--- config.mk ---
export PLATFORM = sky130hd
export DESIGN_NAME = pc_cascade
export DESIGN_NICKNAME = d
export VERILOG_FILES = /design/src/rtl/pc_pkg.sv /design/src/rtl/pc_ctrl_decode.sv /design/src/rtl/pc_nibble_stage.sv /design/src/rtl/pc_cascade.sv
export SDC_FILE = /design/constraint.sdc
export NUM_CORES = 1
export LEC_CHECK = 0
export BUFFER_PORTS_ARGS = -buffer_cell sky130_fd_sc_hd__buf_2
export CORE_UTILIZATION = 52
export CTS_CLUSTER_SIZE = 24
export DETAILED_ROUTE_END_ITERATION = 12
export PLACE_DENSITY = 0.77
export SLEW_MARGIN = 20
export SYNTH_ARGS = -nofsm -noshare
export SYNTH_HDL_FRONTEND = slang
export SYNTH_SLANG_ARGS = --single-unit
--- constraint.sdc ---
create_clock -name clk -period 2.9 [get_ports clk]
set_input_delay 0.145 -clock clk [delete_from_list [all_inputs] [get_ports clk]]
set_output_delay 0.145 -clock clk [all_outputs]
set_load 0.01 [all_outputs]
--- src/rtl/pc_pkg.sv ---
package pc_pkg;
  typedef enum logic [1:0] {
    OP_HOLD = 2'd0,
    OP_LOAD = 2'd1,
    OP_INC  = 2'd2,
    OP_DEC  = 2'd3
  } pc_op_e;
endpackage

--- src/rtl/pc_ctrl_decode.sv ---
module pc_ctrl_decode
  import pc_pkg::*;
(
  input  logic   up_n,
  input  logic   dn_n,
  input  logic   preset_n,
  output pc_op_e op_o
);
  // Active-low controls become one operation; preset has priority,
  // and two strobes together cancel.
  always_comb begin
    if (!preset_n)          op_o = OP_LOAD;
    else if (!up_n && dn_n) op_o = OP_INC;
    else if (up_n && !dn_n) op_o = OP_DEC;
    else                    op_o = OP_HOLD;
  end
endmodule

--- src/rtl/pc_nibble_stage.sv ---
module pc_nibble_stage #(
  parameter int W = 4
) (
  input  logic         clk,
  input  logic         rst,
  input  logic         load_i,
  input  logic [W-1:0] load_val_i,
  input  logic         inc_i,
  input  logic         dec_i,
  output logic [W-1:0] q_o,
  output logic         carry_o,
  output logic         borrow_o
);
  localparam logic [W-1:0] TOP = '1;

  always_ff @(posedge clk) begin
    if (rst)         q_o <= '0;
    else if (load_i) q_o <= load_val_i;
    else if (inc_i)  q_o <= q_o + 1'b1;
    else if (dec_i)  q_o <= q_o - 1'b1;
  end

  assign carry_o  = inc_i & (q_o == TOP);
  assign borrow_o = dec_i & (q_o == '0);

  // a stage that carries out rolls over to zero
  a_r4_carry_rollover: assert property (@(posedge clk) disable iff (rst)
    (inc_i && !load_i && q_o == TOP) |=> (q_o == '0));
  // a stage that borrows out rolls under to all ones
  a_r5_borrow_rollunder: assert property (@(posedge clk) disable iff (rst)
    (dec_i && !load_i && !inc_i && q_o == '0) |=> (q_o == TOP));
endmodule

--- src/rtl/pc_cascade.sv ---
module pc_cascade
  import pc_pkg::*;
#(
  parameter int STAGE_W = 4,
  parameter int STAGES  = 4,
  localparam int WIDTH  = STAGE_W * STAGES
) (
  input  logic             clk,
  input  logic             rst,
  input  logic             up_n,
  input  logic             dn_n,
  input  logic             preset_n,
  input  logic             oe_n,
  input  logic [WIDTH-1:0] load_addr,
  output logic [WIDTH-1:0] addr_bus,
  output logic             addr_valid
);
  pc_op_e           op;
  logic             do_load;
  logic [STAGES:0]  inc_chain;
  logic [STAGES:0]  dec_chain;
  logic [WIDTH-1:0] count;

  pc_ctrl_decode u_decode (
    .up_n     (up_n),
    .dn_n     (dn_n),
    .preset_n (preset_n),
    .op_o     (op)
  );

  assign do_load      = (op == OP_LOAD);
  assign inc_chain[0] = (op == OP_INC);
  assign dec_chain[0] = (op == OP_DEC);

  for (genvar g = 0; g < STAGES; g++) begin : g_stage
    pc_nibble_stage #(.W(STAGE_W)) u_stage (
      .clk        (clk),
      .rst        (rst),
      .load_i     (do_load),
      .load_val_i (load_addr[g*STAGE_W +: STAGE_W]),
      .inc_i      (inc_chain[g]),
      .dec_i      (dec_chain[g]),
      .q_o        (count[g*STAGE_W +: STAGE_W]),
      .carry_o    (inc_chain[g+1]),
      .borrow_o   (dec_chain[g+1])
    );
  end

  assign addr_valid = !oe_n;
  assign addr_bus   = addr_valid ? count : '0;

  // a lone up strobe steps the count by one
  a_r2_step_up: assert property (@(posedge clk) disable iff (rst)
    (preset_n && !up_n && dn_n) |=> (count == WIDTH'($past(count) + 1'b1)));
  // a lone down strobe steps the count back by one
  a_r3_step_down: assert property (@(posedge clk) disable iff (rst)
    (preset_n && up_n && !dn_n) |=> (count == WIDTH'($past(count) - 1'b1)));
  // preset wins over the strobes
  a_r6_preset_load: assert property (@(posedge clk) disable iff (rst)
    (!preset_n) |=> (count == $past(load_addr)));
  // both strobes together hold
  a_r7_both_hold: assert property (@(posedge clk) disable iff (rst)
    (preset_n && !up_n && !dn_n) |=> $stable(count));
  // no control asserted holds
  a_r8_idle_hold: assert property (@(posedge clk) disable iff (rst)
    (preset_n && up_n && dn_n) |=> $stable(count));
  // a carry out of the top stage wraps the whole count to zero
  a_r9_wrap_up: assert property (@(posedge clk) disable iff (rst)
    inc_chain[STAGES] |=> (count == '0));
  // a borrow out of the top stage wraps to all ones
  a_r9_wrap_down: assert property (@(posedge clk) disable iff (rst)
    dec_chain[STAGES] |=> (count == '1));
endmodule

* Word level (Yosys, flattened, before mapping)
Index checks and enable logic that the tools add are counted.
Storage, ports and cells: bits in read-only memories 0, memories 0, latch bits 0, bits of input ports 22, register bits 16, logic and storage cells 52, output and inout port bits 17, memory bits (writable) 0
Cells by class: shifts and indexed selects 0, equal/unequal tests 6, add/subtract/negate cells 8, multiplexer cells 16, divide/modulo/power cells 0, bitwise gates (word level) 6, reduce and logical (&&, ||, !) cells 12, multipliers 0, $lt $le $gt $ge 0
Operator list (number):
- $mux 4 | 12
- $add 4x1->4 const B | 4
- $mux 16 | 1
- $sub 4x1->4 const B | 4
- $eq 4x4->1 const B | 3
- $logic_not 4->1 | 3
- $reduce_bool 3->1 | 4
- $and 1x1->1 | 6
- $mux 2 | 3
- $eq 2x2->1 const B | 2
- $logic_not 1->1 | 3
- $eq 2x1->1 const B | 1
- $logic_and 1x1->1 | 2

* Logic depth before layout (Yosys ltp)
word-level depth 12, gate-level depth with buffers 12, depth with buffers taken out 11

* Hierarchy
Synthesis repeated with hierarchy kept, for this count alone.
Second synthesis, totals: cell total of the unflattened synthesis 181, area, all modules 1512.7 µm²
Modules (own cells, without submodules):
- pc_nibble_stage at g_stage[1].u_stage ... | times used 3, cells an instance 39, area an instance 331.6 µm², sequential area each 80.1 µm²
- pc_nibble_stage at g_stage[0].u_stage | times used 1, cells an instance 39, area an instance 330.3 µm², sequential area each 80.1 µm²
- pc_cascade | times used 1, cells an instance 21, area an instance 151.4 µm², sequential area each 0.0 µm²
- pc_ctrl_decode | times used 1, cells an instance 4, area an instance 36.3 µm², sequential area each 0.0 µm²

* Worst setup path before layout
Ideal clock, no wire load.
kind input port to flip-flop, from in dn_n, to reg g_stage[3].u_stage.q_o[3], cell stages on the path 11, slack 0.745 ns, data required time 2.781 ns, setup time 0.119 ns, data arrival time 2.036 ns, path through inv_1 ha_1 buf_2 and4bb_1 nand4_2 ha_1 a21o_1 a21oi_1 xnor2_1 nor2_1 o221a_1
On the way: longest elaborated chain between the ends 11, elaborated cells between the ends (all ways) 18
Ends and longest elaborated chain:
- start, declared | RTL line pc_cascade.sv:11 | input logic dn_n,
- $logic_not 1->1 | RTL line pc_ctrl_decode.sv:14 | else if (up_n && !dn_n) op_o = OP_DEC;
- $logic_and 1x1->1 | RTL line pc_ctrl_decode.sv:14
- $mux 2 | RTL line pc_ctrl_decode.sv:14
- $mux 2 * | RTL line pc_ctrl_decode.sv:13 | else if (!up_n && dn_n) op_o = OP_INC;
- $mux 2 * | RTL line pc_ctrl_decode.sv:12 | if (!preset_n) op_o = OP_LOAD;
- $eq 2x2->1 | RTL line pc_cascade.sv:32 | assign inc_chain[0] = (op == OP_INC);
- $and 1x1->1 (3 in series) | RTL line pc_nibble_stage.sv:23 | assign carry_o = inc_i & (q_o == TOP);
- $mux 4 | RTL line pc_nibble_stage.sv:19 | else if (inc_i) q_o <= q_o + 1'b1;
- $mux 4 | RTL line pc_nibble_stage.sv:18 | else if (load_i) q_o <= load_val_i;
- end signal, assigned | RTL line pc_nibble_stage.sv:18
- end signal, assigned | RTL line pc_nibble_stage.sv:19
- end signal, assigned | RTL line pc_nibble_stage.sv:20 | else if (dec_i) q_o <= q_o - 1'b1;
- end, declared | RTL line pc_nibble_stage.sv:10 | output logic [W-1:0] q_o,
Mark *: on every way between the ends. The rest lies on a longest branch, timed or not. A chain may end at the register's enable or synchronous reset.

* Final worst setup path
from reg g_stage[1].u_stage.q_o[0], to reg g_stage[2].u_stage.q_o[3]
On the way: longest elaborated chain between the ends 4, elaborated cells between the ends (all ways) 7
Ends and longest elaborated chain (RTL line):
- start, declared | pc_nibble_stage.sv:10
- start signal, assigned | pc_nibble_stage.sv:18
- start signal, assigned | pc_nibble_stage.sv:19
- start signal, assigned | pc_nibble_stage.sv:20
- $eq 4x4->1 | pc_nibble_stage.sv:23
- $and 1x1->1 | pc_nibble_stage.sv:23
- $mux 4 | pc_nibble_stage.sv:19
- $mux 4 | pc_nibble_stage.sv:18
- end signal, assigned | pc_nibble_stage.sv:18
- end signal, assigned | pc_nibble_stage.sv:19
- end signal, assigned | pc_nibble_stage.sv:20
- end, declared | pc_nibble_stage.sv:10
Parallel ways exist; a longest one is shown, timed or not.

==> metrics.yaml <==
status: "finished, final reports clean"
diodes: 0
final_cell_count_no_fill: 231
grt_usage_pct: 24.6
cp_max_fo: 7
vias_per_cell: 5.83
cts_tree: "done"
grt_max_degree: 18
die_y_um: 53.5
drv_slew: 0
final-hold-violation-count: 0
syn_inst: 164
fin_crit_ps: 2320
cts.sinks: 16
num_vias: 1346
synth_fp_nets: 199
fmax_mhz: 431
syn_area_um2: 1380
path_class: "register to register"
port-buffer-count: 38
clock-root-buffer: "clkbuf_4"
top_register: "g_stage.u_stage.q_o"
tightestPinTransition_ps: 579
place.detailed.hpwl_um: 2450
grt_pass1_wl_um: 4990
hp-class: "input pin to register"
fin_util_pct: 65.2
wl_um: 3310
post_cts_buffers: 0
largest_reg_flops: 16
startpoint_type: "register"
synth_ff_type: "dfxtp_1"
overflow: 0
yosys_warnings: 0
ant_nets: 0
async_flop_share_pct: 0
dr.pass1.iters: 4
synth_edf_count: 0
syn_avg_cell_area_um2: 8.41
grt_pass1_vias: 1146
clkTransAtPathRegs_ps: 110
ys_types: 42
finalSetupViolCount: 0
die_w_um: 53.5
p_leak_nw: 0.786
powerDensity_nw_per_um2: 420
setup.worst_path.end_class: "register"
largest_registers: "g_stage.u_stage.q_o: 16 flops"
period_share_pct: 80.0
hold_buffers: 0
max_slew_margin_pct: 61.4
cts_resized: 0
dieArea_um2: 2860
maxCapViolations: 0
drcViolationCount: 0
antenna_found_initial: 0
rsz0062_at_grt: "no"
ios: 39
clk_path_buf_depth: 2
fin_setup_tns_ps: 0
ys_ff_latch: 16
drt_iter0_markers: 18
numCtsBuffers: 3
start_util_pct: 55.2
drive_gt1_share_pct: 25.9
syn_to_final_growth_pct: 18.2
yosysSeqAreaShare_pct: 23.2
fp-row-count: 18
cts-htree-levels: 1
finClkSkew_ps: 3.22
cp_data_required_time_ps: 3130
clock_latency_ps: 300
coreArea_um2: 2500
ir_drop_uv: 265
dp.cells: 227
wl_per_cell_um: 14.3
cp.arrival_ps: 2550
layout.nets: 237
gp_congestion: 0.781
[metrics by stage]
| stage | worst slack, ps | instance area [µm²] | power, W | hold slack, ps |
|---|---|---|---|---|
| 3_3_place_gp | 539 | 1590 | 0.000514 | 378 |
| 3_5_place_dp | 428 | 1590 | 0.000529 | 408 |
| 4_1_cts | 620 | 1630 | 0.000687 | 89.1 |
| 6_report | 580 | 1630 | 0.000685 | 91.3 |
| 2_1_floorplan | 745 | 1380 | 0.000457 | 213 |
| 5_1_grt | 439 | 1630 | 0.000725 | 97.9 |
[critical path: stages (launching register included)]
cell     delay, ps
dfxtp_1        470
and4_1         280
and3_1         240
inv_2           80
ha_1           300
a21o_1         200
a21oi_1        220
xnor2_1        150
a22oi_1         90
a21oi_1        210
[logic make-up after synthesis]
group	after synthesis	share of synthesized area, %
AO/OA/AOI/OAI	35	16.8
XOR/XNOR	10	6.35
adder cells (fa/ha/maj)	13	14.0
buffers and inverters	12	3.36
flip-flops	16	23.2
multiplexers	8	5.90
AND/OR/NAND/NOR	70	30.4
[Yosys cell counts, types with 2 or more instances]
master    count  area (µm²)
a21oi_1      15        75.1
nor2_1       15        56.3
mux2i_1       7        70.1
nand3_1       2        10.0
a31oi_1       2        12.5
clkbuf_1      6        22.5
nor2b_1      20         125
fa_1          4        80.1
or4_4         2        22.5
ha_1          9         113
inv_1         4        15.0
o21ai_0       3        15.0
dfxtp_1      16         320
nand2b_1      3        18.8
xnor2_1       9        78.8
nor3_1        2        10.0
o21ai_1       2        10.0
or3_1         2        12.5
and4_1        2        17.5
nand2_1      11        41.3
and3_1        4        25.0
a21o_1        4        30.0
[area by class of cell]
cell class / count / area, µm²
inverters: 5 / 18.8
fillers: 224 / 870
well taps: 30 / 37.5
clock buffers: 4 / 36.3
flip-flops and latches: 16 / 320
multi-input cells: 136 / 1010
repair buffers: 40 / 205
[placed cells by master (no fill, tap or decap), types with 2 or more instances in the layout]
cell type   n
buf_2      38
nor2b_1    20
dfxtp_1    16
nor2_1     15
a21oi_1    15
nand2_1    11
xnor2_1     9
ha_1        9
mux2i_1     7
and3_1      4
inv_1       4
a21o_1      4
fa_1        4
nand2b_1    3
o21ai_0     3
clkbuf_4    3
and4_1      2
or3_1       2
or4_4       2
o21ai_1     2
a31oi_1     2
nand3_1     2
nor3_1      2
buf_4       2
[report_power, final]
part	total (W)	switching [W]	internal, W
clock	0.000159	0.0000826	0.0000766
sequential	0.000276	0.0000336	0.000243
combinational	0.000249	0.000123	0.000127
total	0.000685	0.000239	0.000446
[per-layer routing]
layer,vias up,global-route usage (%),part of all wire [%]
met5,-,0,0
met4,0,11.4,1.4
met3,6,2.59,2.8
met2,27,44.8,54
met1,658,27.9,42
li1,655,-,-
[path summary, 6_finish.rpt]
| check | from | endpoint | slack, ps | cells past startpoint |
|---|---|---|---|---|
| max | g_stage[1].u_stage.q_o[0] | g_stage[2].u_stage.q_o[3] | 580 | 9 |
| min | load_addr[8] | g_stage[2].u_stage.q_o[0] | 90 | 3 |
| max reg2reg | g_stage[1].u_stage.q_o[0] | g_stage[2].u_stage.q_o[3] | 580 | 9 |
| min reg2reg | g_stage[1].u_stage.q_o[2] | g_stage[1].u_stage.q_o[2] | 520 | 2 |
Note: power is estimated with default switching activity, not from simulation.
